--- src/rtl/edh_crc_pkg.sv ---
package edh_crc_pkg;

    localparam int WORD_W  = 10;
    localparam int CRC_W   = 16;
    localparam int USR_W   = 6;
    localparam int IDX_W   = 5;
    localparam logic [CRC_W-1:0]  CRC_FB   = 16'h8408;
    localparam logic [WORD_W-1:0] REC_LO   = 10'h3FC;
    localparam logic [WORD_W-1:0] REC_VAL  = 10'h3FF;
    localparam logic [WORD_W-1:0] HDR_ID   = 10'h1F4;
    localparam logic [WORD_W-1:0] HDR_BLK  = 10'h200;
    localparam logic [WORD_W-1:0] HDR_CNT  = 10'h110;

    typedef logic [WORD_W-1:0] word_t;
    typedef logic [CRC_W-1:0]  crc_t;
    typedef logic [USR_W-1:0]  usr_t;

    typedef struct packed {
        logic       inv;
        logic       par;
        usr_t       usr;
        logic [1:0] pad;
    } pkt_word_t;

    function automatic word_t recode(input word_t w);
        return (w >= REC_LO) ? REC_VAL : w;
    endfunction

    function automatic crc_t crc_word(input crc_t c, input word_t w);
        crc_t r;
        r = c;
        for (int b = 0; b < WORD_W; b++) begin
            if (r[0] ^ w[b]) r = (r >> 1) ^ CRC_FB;
            else             r = r >> 1;
        end
        return r;
    endfunction

    function automatic pkt_word_t pack_usr(input usr_t u);
        pkt_word_t p;
        p.pad = 2'b00;
        p.usr = u;
        p.par = ^u;
        p.inv = ~(^u);
        return p;
    endfunction

endpackage

--- src/rtl/edh_crc_lane.sv ---
module edh_crc_lane
    import edh_crc_pkg::*;
(
    input  logic  clk,
    input  logic  rst,
    input  logic  win_en,
    input  logic  field_end,
    input  word_t word,
    output crc_t  crc_end,
    output crc_t  crc_q
);
    crc_t run_q;
    logic open_q;
    crc_t seed;

    always_comb begin
        seed    = open_q ? run_q : '0;
        crc_end = win_en ? crc_word(seed, word) : run_q;
    end

    always_ff @(posedge clk) begin
        if (rst) begin
            run_q  <= '0;
            open_q <= 1'b0;
            crc_q  <= '0;
        end else if (field_end) begin
            run_q  <= '0;
            open_q <= 1'b0;
            crc_q  <= crc_end;
        end else begin
            run_q  <= crc_end;
            open_q <= win_en;
        end
    end
endmodule

--- src/rtl/edh_crc_cmp.sv ---
module edh_crc_cmp
    import edh_crc_pkg::*;
(
    input  logic clk,
    input  logic rst,
    input  logic field_end,
    input  logic tx_mode,
    input  crc_t calc,
    input  crc_t rcvd,
    output logic err_q
);
    always_ff @(posedge clk) begin
        if (rst)            err_q <= 1'b0;
        else if (field_end) err_q <= !tx_mode && (calc != rcvd);
    end
endmodule

--- src/rtl/edh_pkt_fmt.sv ---
module edh_pkt_fmt
    import edh_crc_pkg::*;
#(
    parameter int RSV_N = 7
) (
    input  logic [IDX_W-1:0]       idx,
    input  crc_t                   ap_crc,
    input  crc_t                   ff_crc,
    input  logic                   valid,
    input  logic [RSV_N*USR_W-1:0] rsv_bits,
    output word_t                  word
);
    localparam int CRC_BASE = 3;
    localparam int RSV_BASE = CRC_BASE + 6;
    localparam int TOP_IDX  = RSV_BASE + RSV_N;

    usr_t crc_usr [6];

    always_comb begin
        crc_usr[0] = ap_crc[5:0];
        crc_usr[1] = ap_crc[11:6];
        crc_usr[2] = {valid, 1'b0, ap_crc[15:12]};
        crc_usr[3] = ff_crc[5:0];
        crc_usr[4] = ff_crc[11:6];
        crc_usr[5] = {valid, 1'b0, ff_crc[15:12]};
    end

    always_comb begin
        word = '0;
        if (int'(idx) == 0)      word = HDR_ID;
        else if (int'(idx) == 1) word = HDR_BLK;
        else if (int'(idx) == 2) word = HDR_CNT;
        else if (int'(idx) < RSV_BASE)
            word = pack_usr(crc_usr[int'(idx) - CRC_BASE]);
        else if (int'(idx) < TOP_IDX)
            word = pack_usr(rsv_bits[(int'(idx) - RSV_BASE)*USR_W +: USR_W]);
    end
endmodule

--- src/rtl/edh_field_crc.sv ---
module edh_field_crc
    import edh_crc_pkg::*;
#(
    parameter int RSV_N = 7
) (
    input  logic                   clk,
    input  logic                   rst,
    input  logic [9:0]             din,
    input  logic                   ap_en,
    input  logic                   ff_en,
    input  logic                   field_end,
    input  logic                   tx_mode,
    input  logic [15:0]            rx_ap_crc,
    input  logic [15:0]            rx_ff_crc,
    input  logic [RSV_N*6-1:0]     rsv_bits,
    input  logic [4:0]             pkt_idx,
    output logic [15:0]            ap_crc,
    output logic [15:0]            ff_crc,
    output logic                   ap_err,
    output logic                   ff_err,
    output logic [9:0]             pkt_word
);
    localparam int LANES = 2;

    word_t w_rec;
    logic  en_v   [LANES];
    crc_t  rx_v   [LANES];
    crc_t  end_v  [LANES];
    crc_t  crc_v  [LANES];
    logic  err_v  [LANES];
    logic  valid_q;

    assign w_rec = recode(din);
    assign en_v[0] = ap_en;
    assign en_v[1] = ff_en;
    assign rx_v[0] = rx_ap_crc;
    assign rx_v[1] = rx_ff_crc;

    for (genvar g = 0; g < LANES; g++) begin : g_lane
        edh_crc_lane u_lane (
            .clk      (clk),
            .rst      (rst),
            .win_en   (en_v[g]),
            .field_end(field_end),
            .word     (w_rec),
            .crc_end  (end_v[g]),
            .crc_q    (crc_v[g])
        );
        edh_crc_cmp u_cmp (
            .clk      (clk),
            .rst      (rst),
            .field_end(field_end),
            .tx_mode  (tx_mode),
            .calc     (end_v[g]),
            .rcvd     (rx_v[g]),
            .err_q    (err_v[g])
        );
    end

    always_ff @(posedge clk) begin
        if (rst)            valid_q <= 1'b0;
        else if (field_end) valid_q <= 1'b1;
    end

    edh_pkt_fmt #(.RSV_N(RSV_N)) u_fmt (
        .idx     (pkt_idx),
        .ap_crc  (crc_v[0]),
        .ff_crc  (crc_v[1]),
        .valid   (valid_q),
        .rsv_bits(rsv_bits),
        .word    (pkt_word)
    );

    assign ap_crc = crc_v[0];
    assign ff_crc = crc_v[1];
    assign ap_err = err_v[0];
    assign ff_err = err_v[1];
endmodule

--- config.mk ---
export PLATFORM = sky130hd
export DESIGN_NAME = edh_field_crc
export DESIGN_NICKNAME = d
export VERILOG_FILES = /design/src/rtl/edh_crc_pkg.sv /design/src/rtl/edh_crc_lane.sv /design/src/rtl/edh_crc_cmp.sv /design/src/rtl/edh_pkt_fmt.sv /design/src/rtl/edh_field_crc.sv
export SDC_FILE = /design/constraint.sdc
export NUM_CORES = 1
export LEC_CHECK = 0
export ABC_AREA = 0
export BUFFER_PORTS_ARGS = -buffer_cell sky130_fd_sc_hd__buf_2
export CAP_MARGIN = 5
export CORE_MARGIN = 1
export CORE_UTILIZATION = 45
export DETAILED_ROUTE_END_ITERATION = 7
export PLACE_DENSITY = 0.68
export SLEW_MARGIN = 20
export SYNTH_ARGS = -nofsm -noshare
export SYNTH_HDL_FRONTEND = slang
export SYNTH_HIERARCHICAL = 1
export SYNTH_SLANG_ARGS = --single-unit
--- constraint.sdc ---
create_clock -name clk -period 11.7 [get_ports clk]
set_clock_uncertainty 0.15 [all_clocks]
set_input_delay 1.17 -clock clk [delete_from_list [all_inputs] [get_ports clk]]
set_output_delay 1.17 -clock clk [all_outputs]
set_load 0.02 [all_outputs]
==> results.toml <==
[timing]
setup_viol = 0
layout_min_cycle_time_ns = 7.55
period_share_pct = 64.5
clock.fmax_mhz = 132
holdWs_ns = 0.325
hold_viol_final = 0
relSlewSlack_pct = 38.4
grt_setup_unrepaired = "no"
maxSlewViolCount = 0
fin_setup_tns_ns = 0
tightest_slew_ns = 0.923

[drt]
wirelength_um = 17900
vias = 5635
antenna_left = 0
vias_per_cell = 5.79
route.detailed.drc = 0
first_pass_iters = 5
drtIter0Drc = 472
wl_per_cell_um = 18.4

[die]
row_count = 42
start_util_pct = 46.9
die_area_um2 = 14500
io_pins = 139
fp.dieW_um = 121
core_um2 = 13500
die-height_um = 121

[cells_and_area]
final_nets = 900
drive_above_1_share_pct = 26.0
final_area_um2 = 7300
post-route-util_pct = 54.1
antenna_cells = 0
syn2layout_area_growth_pct = 15.3

[global_route]
grt_usage_pct = 25.2
grt_pass1_vias = 5484
grt_pass1_wl_um = 28500
grt_max_degree = 68
antenna_found_initial = 0
overflow = 0

[job]
maxCapViolCount = 0

[yosys]
ys_warn_count = 6
yosysSeqAreaShare_pct = 21.8
synth_area_leaders = "dfxtp_1 (22%), xnor2_1 (8.2%), mux4_1 (7.5%)"
yosys.area_share.simple_pct = 17.1
ys_ff_latch = 69
yosys.area.top_type_share_pct = 21.8
synth_compound_area_share_pct = 13.6
yosysUniqueCellTypes = 71
synthAdderAreaFrac_pct = 2.69
synth_top_family_by_area = "multiplexers"
syn_area_um2 = 6330
synth_edf_count = 0
muxShareOfSynthArea_pct = 18.9
synth_flop_cell = "dfxtp_1"
syn_avg_cell_area_um2 = 9.16
synth_cells = 691
synthXorXnorAreaFrac_pct = 18.3
synth.largest_area_cell = "dfxtp_1"
async_flop_share_pct = 0

[setup_path]
cp_data_arrival_time_ns = 6.23
slowest_delay_ns = 0.83
path_class = "primary input to primary output"
cp_top_family = "adder cells"
startpoint_type = "primary input"
slowest_stage = "ha_1"
worstReg2RegStart = "g_lane[1].u_lane/open_q"
cp_max_fo = 49
crit_required_ns = 10.38
startpoint = "pkt_idx[0]"
path_cells = "buf_2, buf_4, inv_2, ha_2, xor2_1, ha_1, ha_1, mux4_1, mux2i_1, mux2_2, nor4_4, a221oi_2, xnor2_1, xnor3_1, or3_1, a31oi_1, buf_2"
endpoint_kind = "primary output"
critPathBufInv = 4

[pwr]
finalPower_mw = 0.975
power.density_nw_per_um2 = 134
p_leak_nw = 3.18
vdd_ir_drop_max_v = 0.0000755

[clock_network]
cts.clk_slew.worst_paths_ns = 0.06
post_cts_resized = 0
clkSinkCount = 69
cts_buffers = 9
post_cts_buffers = 0
root_buffer = "clkbuf_16"
cts_buffer_depth = 2
hold_buffers = 0
insertion_delay_ns = 0.33
cts_tree = "done"
htreeDepth = 3

[status]
status = "completed"

[place]
gp_congestion = 0.915
dpl_cell_area_um2 = 6950
portBuffers = 136
dp.final_hpwl_um = 13900

[worst_hold_path]
min_from = "g_lane[1].u_cmp/err_q"
hold_class = "flip-flop to flip-flop"
[synthesized netlist by cell type (3+ instances only)]
master and count:
nor2_2 3, clkbuf_8 5, buf_4 3, ha_1 12, inv_2 3, mux2i_1 32, o21ai_0 17, a21o_1 3
inv_1 41, or3_1 8, buf_6 5, or3b_2 4, and2_1 3, mux2_2 4, clkbuf_1 30, xor2_1 29
nor2b_1 6, and3_1 7, a31oi_1 6, buf_2 4, and3_4 3, nand2_1 45, nand2b_1 10, a311oi_1 7
o22ai_1 6, nor2_1 79, mux4_1 18, nand4_1 13, a211oi_1 23, a21oi_1 31, nor4_1 6, xnor2_1 59
xnor3_1 13, o21bai_1 4, dfxtp_1 69, nor3_1 16, mux4_2 16, nand3_1 4
[state kept, by name, indices dropped and copies added (netlist names)]
name / cells
g_lane.u_lane/run_q: 32
g_lane.u_lane/crc_q: 32
valid_q: 1
g_lane.u_cmp/err_q: 2
g_lane.u_lane/open_q: 2
[worst min-delay path: cells and delay by family (launching register included)]
kind                   cells  cell delay, ns
flip-flops                 1            0.31
AO/OA/AOI/OAI              1            0.07
buffers and inverters      1            0.04
[layer usage]
metal  GRT usage (%)  up-vias  share of wire, %
li1                -     2679                 -
met1            31.2     2716                41
met2            43.0      208                50
met5               0        -                 0
met4            11.9        0               3.7
met3            3.58       32               5.0
[cell usage in the layout, fill, tap and decap left out, types with 6 or more instances in the layout]
cell type,netlist,layout
nor3_1,16,16
nand2_1,45,45
nand2b_1,10,10
mux2i_1,32,32
xor2_1,29,29
dfxtp_1,69,69
and3_1,7,7
ha_1,12,11
o21ai_0,17,17
nor4_1,6,6
nand4_1,13,13
nor2_1,79,79
inv_1,41,41
a311oi_1,7,7
o22ai_1,6,6
clkbuf_16,0,9
or3_1,8,8
xnor3_1,13,13
xnor2_1,59,59
nor2b_1,6,6
mux4_1,18,18
buf_2,4,136
a21oi_1,31,31
a31oi_1,6,6
a211oi_1,23,23
mux4_2,16,16
[cells by family (layout without fill, tap and decap cells)]
kind of cell | after synthesis | count (layout)
buffers and inverters | 94 | 199
multiplexers | 70 | 70
AND/OR/NAND/NOR | 217 | 217
other | 1 | 2
AO/OA/AOI/OAI | 121 | 121
adder cells (fa/ha/maj) | 13 | 13
flip-flops | 69 | 69
XOR/XNOR | 106 | 106
[stage by stage]
| step | instances | setup slack (ns) |
|---|---|---|
| 4_1_cts | 973 | 4.13 |
| 2_1_floorplan | 692 | 4.54 |
| 5_1_grt | 973 | 3.79 |
| 6_report | 973 | 4.15 |
| 3_5_place_dp | 957 | 4.14 |
| 3_3_place_gp | 957 | 4.24 |
[worst paths after layout]
kind	end	slack, ns	cells past startpoint
min reg2reg	g_lane[1].u_cmp/err_q	0.32	2
max reg2reg	g_lane[1].u_cmp/err_q	8.33	9
min	g_lane[1].u_cmp/err_q	0.32	2
max	pkt_word[8]	4.15	17
[final cells by class]
class / count / area (um^2)
clock inverters: 6 / 110
multi-input cells: 529 / 4480
repair buffers: 139 / 703
inverters: 44 / 165
well taps: 176 / 220
flip-flops and latches: 69 / 1380
clock buffers: 10 / 239
fillers: 1269 / 6200
[where the power goes]
group / internal [mW] / total (mW) / switching [mW]
logic: 0.176 / 0.394 / 0.219
registers: 0.250 / 0.265 / 0.0148
clock network: 0.213 / 0.316 / 0.102
Note: power is estimated with default switching activity, not from simulation.
